### src/rtl/ivt_timer.sv
module ivt_timer (
  input  logic       clk,
  input  logic       rst_n,
  input  logic [3:0] addr,
  input  logic [7:0] wdata,
  input  logic       wr_en,
  input  logic       rd_en,
  output logic [7:0] rdata,
  input  logic       tick,
  input  logic       shift_done,
  output logic       irq
);
  localparam logic [3:0] A_T1L = 4'd4, A_T1H = 4'd5, A_LL = 4'd6, A_LH = 4'd7;
  localparam logic [3:0] A_T2L = 4'd8, A_T2H = 4'd9, A_SR = 4'd10, A_MODE = 4'd11;
  localparam logic [3:0] A_FLG = 4'd13, A_ENA = 4'd14;
  localparam logic [1:0] MODE_CONT = 2'b01;

  logic [15:0] t1_cnt, t1_latch, t2_cnt;
  logic [7:0]  sr_q, mode_q;
  logic        t1_flag, sr_flag, t1_ena, sr_ena;

  wire wr_t1  = wr_en && (addr == A_T1L || addr == A_T1H);
  wire wr_t2  = wr_en && (addr == A_T2L || addr == A_T2H);
  wire t1_cont = (mode_q[7:6] == MODE_CONT);
  wire t1_fire = t1_cont && tick && !wr_t1 && (t1_cnt == 16'd0);
  wire clr_t1 = (wr_en && addr == A_FLG && wdata[6]) || (rd_en && addr == A_T1L);
  wire clr_sr = (wr_en && addr == A_FLG && wdata[2]) || (rd_en && addr == A_SR);

  assign irq = (t1_flag && t1_ena) || (sr_flag && sr_ena);

  always_ff @(posedge clk or negedge rst_n) begin
    if (!rst_n) begin
      t1_cnt   <= 16'hFFFF;
      t2_cnt   <= 16'hFFFF;
      t1_latch <= 16'h0000;
      sr_q     <= 8'h00;
      mode_q   <= 8'h00;
    end else begin
      if (wr_en && addr == A_T1L)      t1_cnt <= {t1_cnt[15:8], wdata};
      else if (wr_en && addr == A_T1H) t1_cnt <= {wdata, t1_cnt[7:0]};
      else if (tick)                   t1_cnt <= t1_fire ? t1_latch - 16'd1 : t1_cnt - 16'd1;

      if (wr_en && addr == A_T2L)      t2_cnt <= {t2_cnt[15:8], wdata};
      else if (wr_en && addr == A_T2H) t2_cnt <= {wdata, t2_cnt[7:0]};
      else if (tick)                   t2_cnt <= t2_cnt - 16'd1;

      if (wr_en && addr == A_LL) t1_latch[7:0]  <= wdata;
      if (wr_en && addr == A_LH) t1_latch[15:8] <= wdata;
      if (wr_en && addr == A_SR)   sr_q   <= wdata;
      if (wr_en && addr == A_MODE) mode_q <= wdata;
    end
  end

  always_ff @(posedge clk or negedge rst_n) begin
    if (!rst_n) begin
      t1_flag <= 1'b0;
      sr_flag <= 1'b0;
      t1_ena  <= 1'b0;
      sr_ena  <= 1'b0;
    end else begin
      t1_flag <= t1_fire || (t1_flag && !clr_t1);
      sr_flag <= shift_done || (sr_flag && !clr_sr);
      if (wr_en && addr == A_ENA) begin
        if (wdata[6]) t1_ena <= wdata[7];
        if (wdata[2]) sr_ena <= wdata[7];
      end
    end
  end

  always_comb begin
    case (addr)
      A_T1L:   rdata = t1_cnt[7:0];
      A_T1H:   rdata = t1_cnt[15:8];
      A_LL:    rdata = t1_latch[7:0];
      A_LH:    rdata = t1_latch[15:8];
      A_T2L:   rdata = t2_cnt[7:0];
      A_T2H:   rdata = t2_cnt[15:8];
      A_SR:    rdata = sr_q;
      A_MODE:  rdata = mode_q;
      A_FLG:   rdata = {irq, t1_flag, 3'b000, sr_flag, 2'b00};
      A_ENA:   rdata = {1'b0, t1_ena, 3'b000, sr_ena, 2'b00};
      default: rdata = 8'h00;
    endcase
  end

  assert_merge_low_R2: assert property (@(posedge clk) disable iff (!rst_n)
    (wr_en && addr == A_T1L) |=> (t1_cnt == {$past(t1_cnt[15:8]), $past(wdata)}));

  assert_latch_keeps_count_R3: assert property (@(posedge clk) disable iff (!rst_n)
    (wr_en && (addr == A_LL || addr == A_LH) && !tick) |=> $stable(t1_cnt));

  assert_no_tick_hold_R4: assert property (@(posedge clk) disable iff (!rst_n)
    (!tick && !wr_t2) |=> $stable(t2_cnt));

  assert_reload_R5: assert property (@(posedge clk) disable iff (!rst_n)
    (t1_cont && tick && !wr_t1 && t1_cnt == 16'd0) |=> (t1_cnt == $past(t1_latch) - 16'd1));

  assert_flag_only_cont_R6: assert property (@(posedge clk) disable iff (!rst_n)
    $rose(t1_flag) |-> $past(mode_q[7:6] == MODE_CONT && tick && t1_cnt == 16'd0));

  assert_flag_write_clear_R9: assert property (@(posedge clk) disable iff (!rst_n)
    (wr_en && addr == A_FLG && wdata[6] && !t1_fire) |=> !t1_flag);

  assert_sr_read_clear_R10: assert property (@(posedge clk) disable iff (!rst_n)
    (rd_en && addr == A_SR && !shift_done) |=> !sr_flag);
endmodule

### config.mk
export PLATFORM = sky130hd
export DESIGN_NAME = ivt_timer
export DESIGN_NICKNAME = d
export VERILOG_FILES = /design/src/rtl/ivt_timer.sv
export SDC_FILE = /design/constraint.sdc
export NUM_CORES = 1
export LEC_CHECK = 0
export ABC_AREA = 1
export ABC_CLOCK_PERIOD_IN_PS = 3300
export BUFFER_PORTS_ARGS = -buffer_cell sky130_fd_sc_hd__buf_2
export CORE_ASPECT_RATIO = 1.2
export CORE_UTILIZATION = 58
export DETAILED_ROUTE_END_ITERATION = 16
export PLACE_DENSITY = 0.84
export REMOVE_ABC_BUFFERS = 1
export SLEW_MARGIN = 5
export SYNTH_ARGS = -nofsm -noshare
export SYNTH_HDL_FRONTEND = slang
export SYNTH_SLANG_ARGS = --single-unit
### constraint.sdc
create_clock -name clk -period 3.3 [get_ports clk]
set_input_delay 0.33 -clock clk [delete_from_list [all_inputs] [get_ports clk]]
set_output_delay 0.33 -clock clk [all_outputs]
set_load 0.05 [all_outputs]
==> results of run 1 <==
where the power goes:
| part | internal [mW] | switching [mW] |
|---|---|---|
| registers | 1.19 | 0.327 |
| logic | 0.487 | 1.09 |
| clock network | 0.431 | 0.367 |
sequential cells by signal, indices dropped and copies added, names as in the netlist:
name	flops
sr_q	8
t1_cnt	16
sr_flag	1
mode_q	8
t1_latch	16
t1_flag	1
t2_cnt	16
sr_ena	1
t1_ena	1
cell type report:
type	count	area, sq um	share of cell area [%]
inverter	92	345	7.02
sequential	68	1740	35.4
timing repair buffer	28	145	2.95
multi-input combinational	464	2350	47.8
clock buffer	9	124	2.52
clock inverter	7	98.8	2.01
tap	90	113	2.29
worst paths after layout:
kind,start,to,slack (ns),cells past startpoint
worst min register to register,t1_latch[1],t1_latch[1],0.49,2
worst max-delay path,t1_cnt[4],t1_cnt[10],0.92,13
worst max register to register,t1_cnt[4],t1_cnt[10],0.92,13
min in group clk,shift_done,sr_flag,0.18,2
max in group asynchronous,rst_n,t2_cnt[2],2.33,2
worst min-delay path,rst_n,mode_q[7],0.12,1
cell usage in the layout, fill, tap and decap left out, types with 2 or more instances in the layout:
master / n
o221ai_1: 8
o2111ai_1: 4
inv_6: 2
nand4_1: 10
a21oi_1: 8
dfrtp_1: 36
nor3_1: 4
inv_2: 2
buf_4: 2
nor2_4: 3
xor2_1: 7
nor2_1: 77
nand3_1: 34
clkbuf_8: 9
o22ai_1: 26
nor2_2: 14
nand2_2: 6
nand2_1: 164
o21ai_1: 5
dfstp_2: 32
a221oi_1: 10
bufinv_16: 2
nand3_4: 3
ha_1: 2
o21ai_0: 58
a22o_1: 5
o211ai_1: 6
o311ai_0: 2
inv_1: 88
clkinv_1: 2
buf_2: 26
logic make-up after synthesis:
group,share of synthesized area (%)
adders and majority gates,0.557
buffers and inverters,8.89
AOI/OAI and AO/OA,19.1
DFF,38.8
xor gates and xnor gates,1.37
and+or+nand+nor,31.3
stage by stage:
stage	hold slack (ns)	instances	utilization (%)	cell area, sq um
2_1_floorplan	0.0344	624	-	4440
3_3_place_gp	0.471	742	63.8	4690
3_5_place_dp	0.474	742	63.8	4690
4_1_cts	0.157	758	66.8	4920
5_1_grt	0.185	758	66.8	4920
6_report	0.120	758	66.8	4920
routing by layer:
metal	vias to the layer above	global-route usage [%]
met5	-	0
met4	0	28.3
met3	87	8.22
met2	310	62.8
met1	2190	51.6
li1	2168	-
==> reports/results.tsv, run 1 <==
stage	metric	value	unit
pwr	leakage component of the power	2.28	nW
sta	Period minus WS final	2.38	ns
logic_synthesis	share of the yosys chip area belonging to registers	38.8	%
drt	routed via count divided by cell count	6.27	
setup_path	type of the setup path with the least slack	register to register	
logic_synthesis	Warnings, synthesis	0	
place	routability congestion estimate	1.05	
sta	Achievable Freq	0.419	GHz
logic_synthesis	proportion of register bits with asynchronous set or reset after synthesis	100	%
setup_path	maximum fanout along the worst path	15	
drt	overall via count from detail_route	4755	
grt	grt ovf	0	
drt	Post-DRT Antenna Nets	0	
sta	final-report max-slew violation count	0	
hold_path	Worst Hold Class	input pin to async pin	
grt	overall track demand over capacity in global routing	41.2	%
grt	vias in the first global route	4451	
sta	least setup slack across all paths after layout	0.916	ns
sta	clk_skew	0.0108	ns
setup_path	category of the worst setup path capture point	register	
cts	number of hold buffers added after cts	0	
setup_path	startpoint type of the worst setup path	register	
drt	detailed-routed wire length on met2	7.18	mm
logic_synthesis	number of standard cells after synthesis	633	
cells_and_area	diodes inserted	0	
cts	number of levels in the clock H-tree	3	
setup_path	required time reported for the critical path endpoint	3.61	ns
logic_synthesis	FF+latch count, synth	68	
pwr	power density cells	792	mW/mm^2
cts	clock net sink count	68	
place	worst slack after detailed placement	1.03	ns
die	die width	82.3	microns
logic_synthesis	per-instance average area after synthesis	7.09	sq um
logic_synthesis	dominant cell type by area after synthesis	dfrtp_1	
drt	post-detailed-route wirelength per cell	20.6	microns
setup_path	category of cells accounting for the largest share of critical-path delay	simple AND/OR/NAND/NOR gates	
cells_and_area	Net count, final	683	
drt	max layer used	met4	
cts	master cell of the clock root buffer	clkbuf_8	
drt	first-pass iteration count of the detailed router	8	
cells_and_area	Syn-to-layout area delta	9.50	%
pwr	Worst IR Drop VDD	498	uV
drt	First DRT Iteration DRCs	558	
cells_and_area	number of fillers in the final layout	677	
logic_synthesis	fraction of post-synthesis cell area in the top cell type by area	20.1	%
pwr	overall power after layout	3.89	mW
cts	buffer count from post-CTS setup fixing	0	
drt	Met1 Wirelength	5.85	mm
die	number of placement rows	34	
sta	number of endpoints with negative hold slack in the final report	0	
die	floorplan core area	0.00736	sq mm
sta	remaining max-slew budget at the tightest pin	33.1	%
setup_path	endpoint arrival time on the critical path	2.69	ns
logic_synthesis	most repeated cell in the gate-level netlist after synthesis	nand2_1	
die	height of the die	98.4	microns
logic_synthesis	largest cells by area after synthesis	dfrtp_1, dfstp_2, nand2_1	
sta	post-route setup TNS	0	ns
place	Detailed Place HPWL	11.7	mm
logic_synthesis	number of synthesized flops with an enable pin	0	
flow_run	number of maximum-capacitance constraint violations	0	
sta	Least-Margin Pin Slew	1.00	ns
cts	Post-CTS Resized	0	
cts	Clk Latency, worst-skew pair	0.36	ns
cts	clock transition at the register clock pins on the worst setup and hold paths after CTS	0.09	ns
die	Die Outline Area	0.00810	sq mm
setup_path	peak per-stage delay on the critical path	0.65	ns
cts	TritonCTS Buffers	9	
grt	initial antenna violation count	0	
die	starting density of the core	61.0	%
cts	TritonCTS clock tree	yes	
outcome	status	finished, final reports clean	
sta	setup repair after global routing missed its margin	false	
grt	maximum number of pins on one net before global-route repair	45	
die	I/O pin total	27	
sta	final setup fails	0	
setup_path	number of buffers and inverters on the critical path	0	
setup_path	Worst path slowest cell	dfstp_2	
drt	detailed-routed wire length on met3	1.46	mm
drt	drt total wl	15.6	mm
sta	Final period util	72.2	%
drt	final routed DRC violation total	0	
logic_synthesis	Post-Synthesis Cell Area	0.00449	sq mm
cts	maximum buffer depth of the clock tree	2	
cells_and_area	fraction of final layout cells with drive strength greater than 1	16.2	%
logic_synthesis	most frequent cells after synthesis	nand2_1, inv_1, nor2_1	
logic_synthesis	Primary FF master, synth	dfrtp_1	
place	number of port buffers	26	
setup_path	critical path cell sequence	nor2_1 -> nand2_1 -> nor2_1 -> nand3_4 -> nor2_1 -> nor2_2 -> ha_1 -> nand3_4 -> nor2_8 -> nand3_1 -> nand2_1 -> nand3_1 -> nand2_1	
logic_synthesis	count of cell types in the netlist	38	
grt	first-pass GRT wire length	24.0	mm
Power figures use the tool's default switching activity.
==> run 2, diff against run 1 <==
Settings changed: ABC_CLOCK_PERIOD_IN_PS 3300 to 2400.
Clock period 3.3 ns to 2.4 ns, I/O delays scaled along.
==> run 2 against run 1 <==
Against the previous run:
- worst hold slack worse by 0.039 ns
- cell area grew 1.8%
- combinational power grew 42%
- first-iteration DRC count decreased by 24%
- clock power up 29%
- register-to-register slack got worse by 0.71 ns
- global-route usage down 0.53 points
- sequential power increased by 32%
==> reports/results.tsv, run 2 (synthesis gave the netlist of run 1 again) <==
stage	metric	value	unit
outcome	status	finished, final reports clean	
cells_and_area	Net count, final	694	
die	starting density of the core	61.0	%
setup_path	endpoint arrival time on the critical path	2.50	ns
pwr	leakage component of the power	2.33	nW
cts	TritonCTS clock tree	yes	
sta	setup repair after global routing missed its margin	false	
place	number of port buffers	26	
drt	overall via count from detail_route	4746	
pwr	Worst IR Drop VDD	738	uV
pwr	power share of the combinational group	42.4	%
pwr	sw power	2.41	mW
drt	drt total wl	15.2	mm
cts	number of levels in the clock H-tree	3	
grt	vias in the first global route	4423	
place	number of placed instances, taps included	752	
cells_and_area	number of fillers in the final layout	671	
setup_path	startpoint type of the worst setup path	register	
cells_and_area	post-route cell area	0.00501	sq mm
drt	Post-DRT Antenna Nets	0	
cells_and_area	fraction of final layout cells with drive strength greater than 1	17.7	%
cells_and_area	FF+latch area	0.00174	sq mm
cts	master cell of the clock root buffer	clkbuf_8	
flow_run	number of maximum-capacitance constraint violations	0	
sta	number of endpoints with negative hold slack in the final report	0	
setup_path	type of the setup path with the least slack	register to register	
pwr	sequential share of power	38.1	%
cts	clock net sink count	68	
setup_path	required time reported for the critical path endpoint	2.71	ns
place	routability congestion estimate	0.994	
drt	post-detailed-route wirelength per cell	19.7	microns
die	number of placement rows	34	
pwr	cell-internal power	2.84	mW
sta	Period minus WS final	2.19	ns
pwr	share of power burned in the clock network	19.6	%
cts	Clk Latency, worst-skew pair	0.36	ns
cells_and_area	area of the multi-input gates	0.00235	sq mm
drt	First DRT Iteration DRCs	423	
grt	maximum number of pins on one net before global-route repair	54	
hold_path	Worst Hold Class	input pin to register	
cells_and_area	Syn-to-layout area delta	11.5	%
die	I/O pin total	27	
drt	final routed DRC violation total	0	
cts	maximum buffer depth of the clock tree	2	
sta	Achievable Freq	0.456	GHz
place	standard cell area after detailed placement	0.00478	sq mm
cts	TritonCTS Buffers	9	
drt	routed via count divided by cell count	6.17	
cells_and_area	diodes inserted	0	
sta	remaining max-slew budget at the tightest pin	65.5	%
pwr	switching share of power	45.9	%
setup_path	category of the worst setup path capture point	register	
die	die width	82.3	microns
cells_and_area	largest registers	t1_cnt (16), t1_latch (16), t2_cnt (16)	
setup_path	maximum fanout along the worst path	15	
drt	first-pass iteration count of the detailed router	9	
grt	initial antenna violation count	0	
pwr	power density cells	1050	mW/mm^2
die	Die Outline Area	0.00810	sq mm
sta	Post-Route Hold Slack	0.0807	ns
grt	grt ovf	0	
sta	final setup fails	0	
cts	clock transition at the register clock pins on the worst setup and hold paths after CTS	0.09	ns
sta	Final period util	91.4	%
die	height of the die	98.4	microns
cells_and_area	most frequent standard cell in the layout excluding fill and tap cells	nand2_1	
sta	final-report max-slew violation count	0	
sta	post-route setup TNS	0	ns
cells_and_area	Final Instance Count excl. Fillers	769	
grt	first-pass GRT wire length	23.8	mm
place	Detailed Place HPWL	11.7	mm
sta	Least-Margin Pin Slew	0.517	ns
cells_and_area	most used cells in the layout excluding fill and tap cells	nand2_1, inv_1, nor2_1	
sta	clk_skew	0.0104	ns
cts	buffer count from post-CTS setup fixing	0	
die	floorplan core area	0.00736	sq mm
grt	overall track demand over capacity in global routing	40.7	%
run 2: cell count changes in the layout (fill, tap and decap cells not counted):
cell and delta:
clkinv_2 -1, nor2_1 -1, clkinvlp_4 +1, o21ai_2 +1, clkbuf_8 +1, bufinv_16 -1
buf_12 +1, buf_4 +9, o21ai_1 -1, nor2_2 +1, dlygate4sd3_1 +1
run 2: stage by stage:
step / util [%] / power [mW] / setup slack (ns)
3_3_place_gp: 65.0 / 4.10 / 0.300
3_5_place_dp: 65.0 / 4.15 / 0.261
4_1_cts: 67.9 / 5.16 / 0.260
2_1_floorplan: - / 3.47 / 0.495
6_report: 68.0 / 5.25 / 0.206
5_1_grt: 68.0 / 5.56 / 0.0334
run 2: worst paths after layout:
check                            start           end  slack (ns)  cells after the start
max                          t1_cnt[4]    t1_cnt[10]        0.21                     13
min                         shift_done       sr_flag        0.08                      2
max reg2reg                  t1_cnt[4]    t1_cnt[10]        0.21                     13
min reg2reg                t1_latch[1]   t1_latch[1]        0.49                      2
max in group asynchronous        rst_n     t1_cnt[0]        1.36                      3
min in group asynchronous        rst_n  t1_latch[15]        0.35                      2
run 2: power groups by stage:
| stage | logic, mW | registers [mW] | clock network (mW) |
|---|---|---|---|
| floorplan | 1.61 | 1.86 | 0 |
| global placement | 2.12 | 1.98 | 0 |
| detailed placement | 2.15 | 2.00 | 0 |
| CTS | 2.17 | 1.98 | 1.02 |
| global route | 2.46 | 2.03 | 1.07 |
| finish | 2.23 | 2.00 | 1.03 |
run 2: worst max-delay path: stages, from the launching register on:
cell and delay [ns]:
dfstp_2 0.60, nor2_1 0.06, nand2_1 0.07, nor2_1 0.07, nand3_4 0.19, nor2_1 0.08, nor2_2 0.18, ha_1 0.27
nand3_4 0.13, nor2_8 0.17, nand3_1 0.09, nand2_1 0.07, nand3_1 0.08, nand2_1 0.07
run 2: layout make-up:
class,instances,area share [%]
Multi-Input combinational cell,464,47.0
Timing Repair Buffer,39,4.85
Clock inverter,6,1.42
Clock buffer,10,2.75
Inverter,92,6.90
Tap cell,90,2.25
Sequential cell,68,34.8
run 2: per-layer routing:
metal	vias up	routed length (microns)	part of all wire, %	global-route usage (%)
met1	2218	6040	40	52.3
li1	2193	-	-	-
met2	278	7180	47	63.5
met4	0	748	4.9	21.2
met5	-	0	0	0
met3	57	1220	8.0	8.50
run 2: what timing repair did:
action | 4_1_cts | 5_1_grt
endpoints found under the hold margin | 3 | 0
hold buffers | 1 | 0
resized for setup | 0 | 2
setup endpoints to repair | 0 | 3
